**config.mk**
```make
export PLATFORM = sky130hd
export DESIGN_NAME = tmr_wdog_top
export DESIGN_NICKNAME = d
export VERILOG_FILES = /design/src/rtl/tmr_pkg.sv /design/src/rtl/tmr_counter.sv /design/src/rtl/tmr_match_bank.sv /design/src/rtl/tmr_wdog_gate.sv /design/src/rtl/tmr_wdog_top.sv
export SDC_FILE = /design/constraint.sdc
export NUM_CORES = 1
export LEC_CHECK = 0
export ABC_CLOCK_PERIOD_IN_PS = 6330
export BUFFER_PORTS_ARGS = -buffer_cell sky130_fd_sc_hd__buf_2
export CAP_MARGIN = 20
export CORE_MARGIN = 2
export CORE_UTILIZATION = 52
export DETAILED_ROUTE_END_ITERATION = 7
export PLACE_DENSITY = 0.8
export SLEW_MARGIN = 20
export SYNTH_ARGS = -nofsm -noshare
export SYNTH_HDL_FRONTEND = slang
export SYNTH_SLANG_ARGS = --single-unit
```
**constraint.sdc**
```tcl
create_clock -name clk_i -period 6.33 [get_ports clk_i]
set_clock_uncertainty 0.05 [all_clocks]
set_input_delay 0.9495 -clock clk_i [delete_from_list [all_inputs] [get_ports clk_i]]
set_output_delay 0.9495 -clock clk_i [all_outputs]
set_load 0.1 [all_outputs]
```
**src/rtl/tmr_pkg.sv**
```systemverilog
package tmr_pkg;
  localparam int unsigned DATA_W = 32;
  localparam int unsigned ADDR_W = 8;

  localparam logic [ADDR_W-1:0] OFF_COUNT    = 8'h00;
  localparam logic [ADDR_W-1:0] OFF_MATCH0   = 8'h08;
  localparam logic [ADDR_W-1:0] OFF_IRQ_EN   = 8'h24;
  localparam logic [ADDR_W-1:0] OFF_WD_EN    = 8'h28;
  localparam logic [ADDR_W-1:0] OFF_STATUS   = 8'h2C;
  localparam logic [ADDR_W-1:0] OFF_SNAP_CTL = 8'h30;
  localparam logic [ADDR_W-1:0] OFF_SNAP     = 8'h34;

  function automatic logic [ADDR_W-1:0] match_off(input int unsigned ch);
    return OFF_MATCH0 + ADDR_W'(ch * 4);
  endfunction
endpackage

```
**src/rtl/tmr_counter.sv**
```systemverilog
module tmr_counter #(
  parameter int unsigned W         = 32,
  parameter logic [W-1:0] RST_VAL  = '0
) (
  input  logic         clk_i,
  input  logic         rst_ni,
  input  logic         tick_i,
  output logic [W-1:0] cnt_o
);
  logic [W-1:0] cnt_q;

  always_ff @(posedge clk_i or negedge rst_ni) begin
    if (!rst_ni)     cnt_q <= RST_VAL;
    else if (tick_i) cnt_q <= cnt_q + W'(1);
  end

  assign cnt_o = cnt_q;
endmodule

```
**src/rtl/tmr_match_bank.sv**
```systemverilog
module tmr_match_bank #(
  parameter int unsigned NUM_CH = 6,
  parameter int unsigned W      = 32
) (
  input  logic                         clk_i,
  input  logic                         rst_ni,
  input  logic [W-1:0]                 cnt_i,
  input  logic [NUM_CH-1:0]            wr_i,
  input  logic [W-1:0]                 wdata_i,
  input  logic [NUM_CH-1:0]            clr_i,
  output logic [NUM_CH-1:0][W-1:0]     match_o,
  output logic [NUM_CH-1:0]            hit_o,
  output logic [NUM_CH-1:0]            stat_o
);
  logic [W-1:0] match_r [NUM_CH];
  logic         stat_r  [NUM_CH];

  for (genvar i = 0; i < NUM_CH; i++) begin : g_ch
    always_ff @(posedge clk_i or negedge rst_ni) begin
      if (!rst_ni)      match_r[i] <= '1;
      else if (wr_i[i]) match_r[i] <= wdata_i;
    end

    // new hit beats a same-cycle clear
    always_ff @(posedge clk_i or negedge rst_ni) begin
      if (!rst_ni) stat_r[i] <= 1'b0;
      else         stat_r[i] <= hit_o[i] | (stat_r[i] & ~clr_i[i]);
    end

    assign hit_o[i]   = (cnt_i == match_r[i]);
    assign match_o[i] = match_r[i];
    assign stat_o[i]  = stat_r[i];
  end
endmodule

```
**src/rtl/tmr_wdog_gate.sv**
```systemverilog
module tmr_wdog_gate (
  input  logic clk_i,
  input  logic rst_ni,
  input  logic wr_i,
  input  logic wbit_i,
  input  logic hit_i,
  input  logic chan_en_i,
  output logic wden_o,
  output logic rst_req_o
);
  logic wden_q, req_q, fire;

  assign fire = hit_i & chan_en_i & wden_q;

  always_ff @(posedge clk_i or negedge rst_ni) begin
    if (!rst_ni) begin
      wden_q <= 1'b0;
      req_q  <= 1'b0;
    end else begin
      req_q <= fire;
      if (fire)      wden_q <= 1'b0;   // disarm after firing
      else if (wr_i) wden_q <= wbit_i;
    end
  end

  assign wden_o    = wden_q;
  assign rst_req_o = req_q;
endmodule

```
**src/rtl/tmr_wdog_top.sv**
```systemverilog
module tmr_wdog_top #(
  parameter int unsigned NUM_CH    = 6,
  parameter int unsigned WDOG_CH   = 5,
  parameter logic [31:0] CNT_RESET = 32'h0
) (
  input  logic        clk_i,
  input  logic        rst_ni,
  input  logic        tick_i,
  input  logic        req_i,
  input  logic        we_i,
  input  logic [7:0]  addr_i,
  input  logic [31:0] wdata_i,
  output logic [31:0] rdata_o,
  output logic        irq_o,
  output logic        rst_req_o
);
  import tmr_pkg::*;

  logic [DATA_W-1:0]              cnt_q;
  logic [NUM_CH-1:0][DATA_W-1:0]  match_q;
  logic [DATA_W-1:0]              match_wd;
  logic [NUM_CH-1:0]              hit, stat_q, ie_q, match_wr, stat_clr;
  logic [DATA_W-1:0]              snap_q, rd_val, rdata_q;
  logic                           wden_q, wr_en, rd_en;

  assign wr_en = req_i & we_i;
  assign rd_en = req_i & ~we_i;

  always_comb begin
    for (int i = 0; i < NUM_CH; i++) match_wr[i] = wr_en && (addr_i == match_off(i));
    stat_clr = (wr_en && addr_i == OFF_STATUS) ? wdata_i[NUM_CH-1:0] : '0;
  end

  tmr_counter #(.W(DATA_W), .RST_VAL(CNT_RESET)) i_counter (
    .clk_i, .rst_ni, .tick_i, .cnt_o(cnt_q)
  );

  tmr_match_bank #(.NUM_CH(NUM_CH), .W(DATA_W)) i_bank (
    .clk_i, .rst_ni,
    .cnt_i   (cnt_q),
    .wr_i    (match_wr),
    .wdata_i (wdata_i),
    .clr_i   (stat_clr),
    .match_o (match_q),
    .hit_o   (hit),
    .stat_o  (stat_q)
  );

  assign match_wd = match_q[WDOG_CH];

  tmr_wdog_gate i_gate (
    .clk_i, .rst_ni,
    .wr_i      (wr_en && addr_i == OFF_WD_EN),
    .wbit_i    (wdata_i[0]),
    .hit_i     (hit[WDOG_CH]),
    .chan_en_i (ie_q[WDOG_CH]),
    .wden_o    (wden_q),
    .rst_req_o (rst_req_o)
  );

  always_ff @(posedge clk_i or negedge rst_ni) begin
    if (!rst_ni) begin
      ie_q    <= '0;
      snap_q  <= '0;
      rdata_q <= '0;
    end else begin
      if (wr_en && addr_i == OFF_IRQ_EN)               ie_q   <= wdata_i[NUM_CH-1:0];
      if (wr_en && addr_i == OFF_SNAP_CTL && wdata_i[0]) snap_q <= cnt_q;
      if (rd_en)                                       rdata_q <= rd_val;
    end
  end

  always_comb begin
    rd_val = '0;
    if (addr_i == OFF_COUNT) rd_val = cnt_q;
    for (int i = 0; i < NUM_CH; i++)
      if (addr_i == match_off(i)) rd_val = match_q[i];
    if (addr_i == OFF_IRQ_EN) rd_val[NUM_CH-1:0] = ie_q;
    if (addr_i == OFF_WD_EN)  rd_val[0]          = wden_q;
    if (addr_i == OFF_STATUS) rd_val[NUM_CH-1:0] = stat_q;
    if (addr_i == OFF_SNAP)   rd_val             = snap_q;
  end

  assign rdata_o = rdata_q;
  assign irq_o   = |(stat_q & ie_q);
endmodule

```
==> qor.json, run 1 <==
{
  "global_routing": {
    "gr-usage-met1_pct": 42.96,
    "number_of_antenna_violations_at_the_first_check_in_global_routing": 0,
    "grt.busiest_layer": "met2",
    "grt_pass1_wl_um": 79390,
    "grt_usage_pct": 32.20,
    "grt_util_met3_pct": 7.257,
    "grt_start_max_net_pins": 144,
    "grt_pass1_vias": 12530,
    "met2_usage_grt_pct": 48.89,
    "gr-total-overflow": 0
  },
  "drt": {
    "drtIter0Drc": 1642,
    "post-route-drc-count": 0,
    "route.detailed.wl_per_inst_um": 28.64,
    "wl_um": 53220,
    "route.detailed.vias_per_inst": 6.785,
    "drt-pass1-iter-count": 6,
    "route.vias.total": 12610,
    "antenna_left": 0
  },
  "floorplan": {
    "floorplan.initialDensity_pct": 53.05,
    "core_region_area_um2": 30750,
    "die_area_um2": 32800,
    "die_h_um": 181.1,
    "io-pin-count": 79,
    "die_x_um": 181.1,
    "rows": 64
  },
  "timing": {
    "finalCritPeriodShare_pct": 59.07,
    "fin_ws_ns": 2.591,
    "max_freq_mhz": 267.5,
    "grt_setup_unrepaired": "no",
    "tightest_slew_ns": 1.123,
    "hold-worst-slack_ns": 0.4287,
    "setup-tns-final_ns": 0,
    "final_max_tran_viols": 0,
    "timing.max_slew.rel_slack_pct": 24.89,
    "finalHoldViolations": 0,
    "finalWorstPathRequiredPeriod_ns": 3.739,
    "number_of_setup_violations_in_the_final_report": 0
  },
  "logic_synthesis": {
    "postSynth.asyncResetShare_pct": 100.0,
    "syn-cell-area_um2": 16310,
    "synth-main-ff-cell": "sky130_fd_sc_hd__dfstp_2",
    "synth_top_area_share_pct": 30.93,
    "yosysTopAreaCell": "sky130_fd_sc_hd__dfstp_2",
    "synth_cell_types": 63,
    "synth_sequential_area_ratio_pct": 47.80,
    "synth_enable_flop_cells": 0,
    "post_synth_main_area_contributors": "sky130_fd_sc_hd__dfstp_2 (31%), sky130_fd_sc_hd__mux2_2 (17%), sky130_fd_sc_hd__dfrtp_1 (17%)",
    "number_of_warnings_reported_in_the_yosys_synthesis_log": 0,
    "synth_fp_nets": 1448,
    "synth.avg_cell_area_um2": 11.63,
    "mapped_cells": 1402,
    "postSynthRegisterBits": 302
  },
  "worst_setup_path": {
    "cp_data_required_time_ns": 6.64,
    "slowest_delay_ns": 0.65,
    "timing.setup.critical_path_class": "in -> reg",
    "ordered_list_of_cells_on_the_worst_path": "buf_2, nor4b_2, nand2_1, buf_4, o221a_2, a221oi_1, o21ai_0",
    "critical_path.max_fanout": 34,
    "worst_r2r_path_depth": 6,
    "worstSetupStartpointType": "input pin",
    "timing.critical_path.to_type": "flop",
    "critical_path.reg2reg.endpoint": "i_counter.cnt_o[31]",
    "rr_startpoint": "i_counter.cnt_o[2]",
    "regToRegSetupSlack_ns": 3.42,
    "critical_path.slowest_cell": "sky130_fd_sc_hd__nor4b_2",
    "critical_path_arrival_ns": 4.05
  },
  "cts": {
    "tritoncts_num_sinks": 302,
    "clock_h_tree_levels": 2,
    "cts_tree": "built",
    "worstSkewPairLatency_ns": 0.53,
    "cts_buffer_depth": 3,
    "clk_pin_slew_ns": 0.05,
    "cts_inserted_buffers": 35,
    "cts.hold.buffers_added": 0,
    "post-cts-setup-buffer-count": 0,
    "clockRootBuffer": "sky130_fd_sc_hd__clkbuf_16",
    "post_cts.resized_instances": 0
  },
  "worst_hold_path": {
    "timing.hold.worst_path_depth": 2,
    "hold_path.startpoint": "snap_q[21]",
    "worst_hold_path.endpoint": "snap_q[21]",
    "min-delay-path-class": "reg -> reg"
  },
  "power": {
    "p_leak_nw": 7.449,
    "power_density_nw_per_um2": 278.1,
    "worst_ir_drop_vdd_uv": 160.7
  },
  "flow_run": {
    "cap_viol_max_count": 0
  },
  "final_layout": {
    "layout-area-overhead-vs-synth_pct": 11.51,
    "layout_common_cells": "sky130_fd_sc_hd__mux2_2 (248), sky130_fd_sc_hd__dfstp_2 (192), sky130_fd_sc_hd__xnor2_1 (183)",
    "mostFrequentLayoutCell": "sky130_fd_sc_hd__mux2_2",
    "antenna_diodes": 0,
    "post-route-util_pct": 59.15,
    "final_layout_size_suffix_gt1_share_pct": 42.54,
    "nets": 1482,
    "instances_no_fill": 1858
  },
  "place": {
    "portBuffers": 78,
    "pre_cts_slack_ns": 1.932,
    "globalplace.congestion": 0.9841,
    "placed_cells": 1794,
    "hpwl_detailed_um": 36060
  },
  "run_status": {
    "outcome": "completed"
  }
}
==> cell families after synthesis <==
logic type,Yosys count,share of synthesized area [%]
DFF,302,47.80
and+or+nand+nor,274,9.358
muxes,263,18.09
AOI/OAI and AO/OA,225,9.757
xor gates and xnor gates,223,11.97
buffers and inverters,114,2.945
adders and majority gates,1,0.07669
==> power breakdown <==
part / internal (mW) / switching (mW) / total (mW)
clock: 1.24 / 0.817 / 2.06
sequential: 2.04 / 0.181 / 2.22
combinational: 0.259 / 0.518 / 0.778
==> critical path: cells and delay by family <==
kind	cells	cell delay, ns
AOI/OAI and AO/OA	3	0.88
buffers and inverters	2	0.95
and+or+nand+nor	2	1.27
==> worst max path at each step <==
stage	slack, ns	end	from	cells after the start
floorplan	3.74	i_bank.match_o[162]	addr_i[1]	8
global placement	2.02	i_bank.match_o[162]	addr_i[4]	5
detailed placement	1.93	i_bank.match_o[162]	addr_i[4]	5
CTS	2.41	i_bank.match_o[162]	addr_i[4]	5
global route	2.53	i_bank.match_o[162]	addr_i[4]	6
finish	2.59	rdata_o[24]	addr_i[4]	7
==> routing by layer <==
layer	part of all wire [%]	up-vias
met1	39	6394
met3	11	222
li1	-	5191
met5	0	-
met2	45	799
met4	6.2	0
==> flip-flops by register name, indices dropped and copies added (netlist names) <==
signal,flops
ie_q,6
i_gate.rst_req_o,1
i_gate.wden_o,1
snap_q,32
i_counter.cnt_o,32
i_bank.match_o,192
rdata_o,32
i_bank.stat_o,6
==> Yosys cell counts, types with 12 or more instances <==
library cell / count
sky130_fd_sc_hd__mux2_2: 248
sky130_fd_sc_hd__dfstp_2: 192
sky130_fd_sc_hd__xnor2_1: 183
sky130_fd_sc_hd__dfrtp_1: 110
sky130_fd_sc_hd__nor2_1: 57
sky130_fd_sc_hd__nand4_1: 56
sky130_fd_sc_hd__clkbuf_1: 54
sky130_fd_sc_hd__nand2_1: 51
sky130_fd_sc_hd__o22ai_1: 45
sky130_fd_sc_hd__xor2_1: 40
sky130_fd_sc_hd__a21oi_1: 34
sky130_fd_sc_hd__o21ai_0: 33
sky130_fd_sc_hd__a22oi_1: 30
sky130_fd_sc_hd__buf_2: 26
sky130_fd_sc_hd__buf_1: 21
sky130_fd_sc_hd__nand3_1: 19
sky130_fd_sc_hd__nor4_1: 19
sky130_fd_sc_hd__nand2b_1: 17
sky130_fd_sc_hd__a221oi_1: 15
sky130_fd_sc_hd__nor2b_1: 12
==> cell type report <==
cell class / instances / area (um^2)
Multi-Input combinational cell: 986 / 8048
Inverter: 7 / 26.28
Fill cell: 2489 / 12560
Clock buffer: 51 / 1059
Clock inverter: 12 / 120.1
Timing Repair Buffer: 104 / 643.1
Tap cell: 396 / 495.5
Sequential cell: 302 / 7797
==> per-stage QoR <==
stage               power [mW]  instance area (um^2)
global route             5.187                 18190
floorplan                2.689                 16310
CTS                      5.044                 18160
finish                   5.059                 18190
detailed placement       2.993                 16980
global placement         2.982                 16980
Power figures use the tool's default switching activity.
==> inputs of run 2 (changes only) <==
- ABC_CLOCK_PERIOD_IN_PS: 6330 -> 3400
- PLACE_DENSITY: 0.8 -> 0.83
- clock period: 6.33 -> 3.4 ns (I/O delays scaled with it)
==> run 2 against run 1 <==
Effect of this change:
- total power is 87% higher
- critical path depth decreased by 2
- design area is 0.83% higher
- first-iteration DRC count grew 20%
- die area did not move
- non-clock buffer count grew 19
- count of clock-buffer cells in the layout unchanged
==> qor.json, run 2 (synthesis results as in run 1) <==
{
  "global_routing": {
    "grt_usage": {"value": 34.02, "unit": "%", "change": "+1.8 points"},
    "gr-total-overflow": {"value": 0, "change": "unchanged"},
    "grt_start_max_net_pins": {"value": 91, "change": "-37%"},
    "grt_pass1_vias": {"value": 12510, "change": "-0.15%"},
    "number_of_antenna_violations_at_the_first_check_in_global_routing": {"value": 1, "change": "+1"},
    "grt_pass1_wl": {"value": 83130, "unit": "um", "change": "+4.7%"}
  },
  "cts": {
    "post-cts-setup-buffer-count": {"value": 0, "change": "unchanged"},
    "clockRootBuffer": "sky130_fd_sc_hd__clkbuf_16",
    "post_cts.resized_instances": {"value": 0, "change": "unchanged"},
    "clk_pin_slew": {"value": 0.06, "unit": "ns", "change": "about the same"},
    "clock_h_tree_levels": {"value": 2, "change": "unchanged"},
    "worstSkewPairLatency": {"value": 0.52, "unit": "ns", "change": "about the same"},
    "cts_tree": "built",
    "cts_inserted_buffers": {"value": 34, "change": "-2.9%"},
    "cts_buffer_depth": {"value": 3, "change": "unchanged"},
    "tritoncts_num_sinks": {"value": 302, "change": "unchanged"}
  },
  "floorplan": {
    "die_x": {"value": 181.1, "unit": "um", "change": "unchanged"},
    "die_area": {"value": 32800, "unit": "um^2", "change": "unchanged"},
    "floorplan.initialDensity": {"value": 53.05, "unit": "%", "change": "unchanged"},
    "rows": {"value": 64, "change": "unchanged"},
    "core_region_area": {"value": 30750, "unit": "um^2", "change": "unchanged"},
    "die_h": {"value": 181.1, "unit": "um", "change": "unchanged"},
    "io-pin-count": {"value": 79, "change": "unchanged"}
  },
  "worst_setup_path": {
    "ordered_list_of_cells_on_the_worst_path": "nand4_1, nor4_4, and4_1, or3b_1, xnor2_1",
    "critical_path.slowest_cell": "sky130_fd_sc_hd__dfrtp_1",
    "worstSetupStartpointType": "flop",
    "category_of_cells_accounting_for_the_largest_share_of_critical_path_delay": "simple AND/OR/NAND/NOR gates",
    "critical_path.max_fanout": {"value": 11, "change": "-68%"},
    "cp_data_required_time": {"value": 3.75, "unit": "ns", "change": "-2.89 ns"},
    "timing.critical_path.to_type": "flop",
    "slowest_delay": {"value": 0.69, "unit": "ns", "change": "+0.04 ns"},
    "critical_path_arrival": {"value": 3.00, "unit": "ns", "change": "-1.05 ns"},
    "number_of_buffers_and_inverters_on_the_critical_path": {"value": 0, "change": "-2"},
    "timing.setup.critical_path_class": "reg -> reg"
  },
  "drt": {
    "route.detailed.wl_per_inst": {"value": 30.05, "unit": "um", "change": "+4.9%"},
    "highest_layer": "met4",
    "route.vias.total": {"value": 12780, "change": "+1.4%"},
    "wl": {"value": 56310, "unit": "um", "change": "+5.8%"},
    "post-route-drc-count": {"value": 0, "change": "unchanged"},
    "drtIter0Drc": {"value": 1975, "change": "+20%"},
    "routed-wl-met2": {"value": 24600, "unit": "um", "change": "+3.4%"},
    "route.detailed.vias_per_inst": {"value": 6.819, "change": "+0.50%"},
    "drt-pass1-iter-count": {"value": 6, "change": "unchanged"},
    "dr_wl_met3": {"value": 6687, "unit": "um", "change": "+19%"},
    "antenna_left": {"value": 0, "change": "unchanged"},
    "m1WireLength": {"value": 22030, "unit": "um", "change": "+7.3%"}
  },
  "timing": {
    "finalCritPeriodShare_pct": 77.95,
    "number_of_setup_violations_in_the_final_report": {"value": 0, "change": "unchanged"},
    "finalHoldViolations": {"value": 0, "change": "unchanged"},
    "finalWorstPathRequiredPeriod_ns": 2.650,
    "max_freq_mhz": 377.3,
    "tightest_slew": {"value": 1.118, "unit": "ns", "change": "-0.005365 ns"},
    "setup-tns-final": {"value": 0, "unit": "ns", "change": "unchanged"},
    "timing.max_slew.rel_slack": {"value": 25.49, "unit": "%", "change": "+0.60 points"},
    "grt_setup_unrepaired": "no",
    "final_max_tran_viols": {"value": 0, "change": "unchanged"}
  },
  "final_layout": {
    "num-fill-cells": {"value": 2516, "change": "+1.1%"},
    "mostFrequentLayoutCell": "sky130_fd_sc_hd__mux2_2",
    "layout-area-overhead-vs-synth_pct": 12.43,
    "largest_register_ffs": {"value": 192, "change": "unchanged"},
    "nets": {"value": 1500, "change": "+1.2%"},
    "final_layout_size_suffix_gt1_share": {"value": 43.23, "unit": "%", "change": "+0.69 points"},
    "antenna_diodes": {"value": 0, "change": "unchanged"},
    "layout_common_cells": "sky130_fd_sc_hd__mux2_2 (248), sky130_fd_sc_hd__dfstp_2 (192), sky130_fd_sc_hd__xnor2_1 (183)"
  },
  "flow_run": {
    "cap_viol_max_count": {"value": 0, "change": "unchanged"}
  },
  "place": {
    "portBuffers": {"value": 78, "change": "unchanged"},
    "hpwl_detailed": {"value": 38780, "unit": "um", "change": "+7.5%"},
    "globalplace.congestion": {"value": 1.030, "change": "+4.7%"}
  },
  "run_status": {
    "outcome": "completed"
  },
  "worst_hold_path": {
    "min-delay-path-class": "in -> reg"
  },
  "power": {
    "worst_ir_drop_vdd": {"value": 386.8, "unit": "uV", "change": "+140%"},
    "p_leak": {"value": 7.550, "unit": "nW", "change": "+1.4%"},
    "total_power": {"value": 9.474, "unit": "mW", "change": "+87%"},
    "power_density": {"value": 516.6, "unit": "nW/um^2", "change": "+86%"}
  }
}
-- run 2: power by group --
group	internal, mW	switching [mW]
Combinational	0.510	1.08
Clock	2.30	1.50
Sequential	3.80	0.285
-- run 2: worst paths after layout --
check / start / to / slack (ns) / cells after the start
worst max-delay path: i_counter.cnt_o[0] / i_counter.cnt_o[31] / 0.75 / 5
worst min-delay path: tick_i / i_counter.cnt_o[0] / 0.23 / 2
worst max register to register: i_counter.cnt_o[0] / i_counter.cnt_o[31] / 0.75 / 5
worst min register to register: rdata_o[5] / rdata_o[5] / 0.45 / 2
max in group asynchronous: rst_ni / i_bank.match_o[156] / 1.69 / 3
min in group asynchronous: rst_ni / ie_q[0] / 0.53 / 2
-- run 2: cell type report --
| type | instances | area, um^2 | share of cell area [%] |
|---|---|---|---|
| multi-input cells | 986 | 8046 | 43.87 |
| well taps | 396 | 495.5 | 2.702 |
| clock buffers | 51 | 1057 | 5.765 |
| inverters | 7 | 26.28 | 0.1433 |
| flip-flops and latches | 302 | 7797 | 42.52 |
| clock inverters | 9 | 98.84 | 0.5390 |
| repair buffers | 123 | 818.3 | 4.462 |
-- run 2: worst reg2reg max path: stages, from the launching register on --
cell and delay, ns:
sky130_fd_sc_hd__dfrtp_1 0.69, sky130_fd_sc_hd__nand4_1 0.49, sky130_fd_sc_hd__nor4_4 0.38, sky130_fd_sc_hd__and4_1 0.34
sky130_fd_sc_hd__or3b_1 0.44, sky130_fd_sc_hd__xnor2_1 0.16
-- run 2: what timing repair did --
item                                   in CTS  in global routing
hold buffers                                1                  0
endpoints found under the hold margin       1                  0
setup endpoints to repair                   0                  0
-- run 2: through the flow --
stage / cell area [um^2] / hold slack [ns] / setup WS (ns) / std cells / util [%]
finish: 18340 / 0.2278 / 0.7498 / 1874 / 59.64
global placement: 17170 / 0.4206 / 0.7416 / 1813 / 55.84
CTS: 18340 / 0.2229 / 0.7626 / 1874 / 59.64
floorplan: 16310 / 0.1644 / 1.247 / 1402 / -
detailed placement: 17170 / 0.4298 / 0.7033 / 1813 / 55.85
global route: 18340 / 0.2425 / 0.6359 / 1874 / 59.64
-- run 2: per-layer routing --
layer  track usage (%)  up-vias
met4             15.28        0
met5                 0        -
met3             8.385      197
met1             46.68     6427
met2             51.19      944
li1                  -     5210
==> inputs of run 3 (changes only) <==
- ABC_CLOCK_PERIOD_IN_PS: 3400 -> 2580
- PLACE_DENSITY: 0.83 -> 0.8
- clock period: 3.4 -> 2.58 ns (I/O delays scaled with it)
==> run 3 against run 2 <==
Effect of this change:
- sequential power increased by 28%
- non-clock buffer count increased by 58
- wire length decreased by 0.29%
- first-iteration DRC count decreased by 22%
- total power increased by 28%
- highest routed layer is now met5
- largest cell class unchanged
- combinational power increased by 50%
- register-to-register slack got worse by 0.55 ns
- hold slack got worse by 0.18 ns
- cell count increased by 3.0%
- clock power increased by 19%
- sequential cell count unchanged
- critical endpoint is now i_gate.wden_o
- die area unchanged
==> qor.json, run 3 (synthesis results as in run 1) <==
{
  "global_routing": {
    "met2_usage_grt": {"value": 52.84, "unit": "%", "change": "+1.7 points"},
    "grt_usage": {"value": 34.45, "unit": "%", "change": "+0.43 points"},
    "gr-total-overflow": {"value": 0, "change": "unchanged"},
    "grt_util_met3": {"value": 6.067, "unit": "%", "change": "-2.3 points"},
    "grt_start_max_net_pins": {"value": 90, "change": "-1.1%"},
    "grt_pass1_wl": {"value": 84390, "unit": "um", "change": "+1.5%"},
    "grt.busiest_layer": "met2",
    "number_of_antenna_violations_at_the_first_check_in_global_routing": {"value": 1, "change": "unchanged"},
    "gr-usage-met1": {"value": 48.73, "unit": "%", "change": "+2.1 points"},
    "grt_pass1_vias": {"value": 12820, "change": "+2.5%"}
  },
  "drt": {
    "drtIter0Drc": {"value": 1549, "change": "-22%"},
    "wl": {"value": 56150, "unit": "um", "change": "-0.29%"},
    "antenna_left": {"value": 0, "change": "unchanged"},
    "route.detailed.wl_per_inst": {"value": 29.09, "unit": "um", "change": "-3.2%"},
    "drt-pass1-iter-count": {"value": 6, "change": "unchanged"},
    "route.detailed.vias_per_inst": {"value": 6.578, "change": "-3.5%"},
    "post-route-drc-count": {"value": 0, "change": "unchanged"},
    "route.vias.total": {"value": 12700, "change": "-0.64%"}
  },
  "power": {
    "p_leak": {"value": 7.794, "unit": "nW", "change": "+3.2%"},
    "worst_ir_drop_vdd": {"value": 561.8, "unit": "uV", "change": "+45%"},
    "power_density": {"value": 648.4, "unit": "nW/um^2", "change": "+26%"}
  },
  "timing": {
    "tightest_slew": {"value": 0.8215, "unit": "ns", "change": "-0.2962 ns"},
    "setup-tns-final": {"value": 0, "unit": "ns", "change": "unchanged"},
    "final_max_tran_viols": {"value": 0, "change": "unchanged"},
    "number_of_setup_violations_in_the_final_report": {"value": 0, "change": "unchanged"},
    "finalHoldViolations": {"value": 0, "change": "unchanged"},
    "finalCritPeriodShare": {"value": 92.22, "unit": "%", "change": "+14 points"},
    "fin_ws": {"value": 0.2007, "unit": "ns", "change": "-0.5491 ns"},
    "finalWorstPathRequiredPeriod": {"value": 2.379, "unit": "ns", "change": "-0.2709 ns"},
    "max_freq": {"value": 420.3, "unit": "MHz", "change": "+11%"},
    "grt_setup_unrepaired": "no",
    "timing.max_slew.rel_slack": {"value": 44.93, "unit": "%", "change": "+19 points"}
  },
  "floorplan": {
    "io-pin-count": {"value": 79, "change": "unchanged"},
    "floorplan.initialDensity": {"value": 53.05, "unit": "%", "change": "unchanged"},
    "rows": {"value": 64, "change": "unchanged"},
    "die_area": {"value": 32800, "unit": "um^2", "change": "unchanged"},
    "core_region_area": {"value": 30750, "unit": "um^2", "change": "unchanged"},
    "die_h": {"value": 181.1, "unit": "um", "change": "unchanged"},
    "die_x": {"value": 181.1, "unit": "um", "change": "unchanged"}
  },
  "flow_run": {
    "cap_viol_max_count": {"value": 0, "change": "unchanged"}
  },
  "final_layout": {
    "nets": {"value": 1555, "change": "+3.7%"},
    "layout-area-overhead-vs-synth_pct": 14.59,
    "num-fill-cells": {"value": 2517, "change": "+0.040%"},
    "antenna_diodes": {"value": 0, "change": "unchanged"},
    "layout_common_cells": "sky130_fd_sc_hd__mux2_2 (248), sky130_fd_sc_hd__dfstp_2 (192), sky130_fd_sc_hd__xnor2_1 (183)",
    "final_layout_size_suffix_gt1_share": {"value": 45.31, "unit": "%", "change": "+2.1 points"},
    "largest_register_ffs": {"value": 192, "change": "unchanged"},
    "mostFrequentLayoutCell": "sky130_fd_sc_hd__mux2_2"
  },
  "cts": {
    "post-cts-setup-buffer-count": {"value": 0, "change": "unchanged"},
    "cts.hold.buffers_added": {"value": 1, "change": "unchanged"},
    "post_cts.resized_instances": {"value": 0, "change": "unchanged"},
    "tritoncts_num_sinks": {"value": 302, "change": "unchanged"},
    "cts_inserted_buffers": {"value": 31, "change": "-8.8%"},
    "clk_pin_slew": {"value": 0.07, "unit": "ns", "change": "about the same"},
    "clockRootBuffer": "sky130_fd_sc_hd__clkbuf_16",
    "cts_buffer_depth": {"value": 3, "change": "unchanged"},
    "worstSkewPairLatency": {"value": 0.58, "unit": "ns", "change": "+0.06 ns"},
    "cts_tree": "built",
    "clock_h_tree_levels": {"value": 1, "change": "-1"}
  },
  "worst_setup_path": {
    "regToRegSetupSlack": {"value": 0.20, "unit": "ns", "change": "-0.55 ns"},
    "critical_path.max_fanout": {"value": 9, "change": "-2"},
    "cp_data_required_time": {"value": 2.99, "unit": "ns", "change": "-0.76 ns"},
    "timing.critical_path.to_type": "flop",
    "worstSetupStartpointType": "flop",
    "timing.setup.critical_path_class": "reg -> reg",
    "critical_path_arrival": {"value": 2.78, "unit": "ns", "change": "-0.22 ns"},
    "worst_r2r_path_depth": {"value": 6, "change": "+1"}
  },
  "place": {
    "portBuffers": {"value": 78, "change": "unchanged"},
    "hpwl_detailed": {"value": 40250, "unit": "um", "change": "+3.8%"},
    "globalplace.congestion": {"value": 1.013, "change": "-1.7%"},
    "pre_cts_slack": {"value": 0.1850, "unit": "ns", "change": "-0.5183 ns"}
  },
  "run_status": {
    "outcome": "completed"
  },
  "worst_hold_path": {
    "timing.hold.worst_path_depth": {"value": 2, "change": "unchanged"},
    "min-delay-path-class": "in -> reg"
  }
}
run 3: cell type report:
class	count	area (um^2)	area share, %
clock buffers	38	822.0	4.398
inverters	7	26.28	0.1406
flip-flops and latches	302	7797	41.72
multi-input cells	986	8046	43.05
clock inverters	20	187.7	1.004
repair buffers	181	1316	7.042
well taps	396	495.5	2.651
run 3: path summary, 6_finish.rpt:
kind                                    start             endpoint
setup / recovery           i_counter.cnt_o[2]        i_gate.wden_o
setup reg to reg           i_counter.cnt_o[2]        i_gate.wden_o
max in group asynchronous              rst_ni  i_bank.match_o[179]
hold / removal                         tick_i   i_counter.cnt_o[0]
min in group asynchronous              rst_ni   i_counter.cnt_o[4]
hold reg to reg                   rdata_o[20]          rdata_o[20]
run 3: critical path, cell delays in order (launching register included):
cell and delay (ns):
sky130_fd_sc_hd__dfrtp_1 0.41, sky130_fd_sc_hd__buf_4 0.21, sky130_fd_sc_hd__xor2_1 0.24, sky130_fd_sc_hd__nor4_1 0.48, sky130_fd_sc_hd__nand4_1 0.37, sky130_fd_sc_hd__nor3_1 0.40, sky130_fd_sc_hd__nor2_1 0.09
run 3: metrics by stage:
step	total power, mW	utilization, %	hold slack [ns]	cell area [um^2]	std cells
6_report	12.12	60.79	0.04675	18690	1930
2_1_floorplan	6.597	-	0.04141	16310	1402
5_1_grt	12.45	60.79	0.05778	18690	1930
3_3_place_gp	7.581	57.45	0.2533	17670	1871
4_1_cts	12.09	60.79	0.03956	18690	1930
3_5_place_dp	7.602	57.47	0.2556	17670	1871
run 3: layer usage:
layer | up-vias | share of wire, %
met3 | 139 | 9.5
met1 | 6485 | 41
li1 | 5331 | -
met5 | - | 0.027
met2 | 739 | 45
met4 | 2 | 4.6
run 3: power by group:
| part | internal [mW] | total (mW) | switching (mW) |
|---|---|---|---|
| registers | 5.01 | 5.23 | 0.219 |
| clock network | 2.56 | 4.51 | 1.95 |
| logic | 0.769 | 2.38 | 1.61 |
| total | 8.34 | 12.1 | 3.78 |
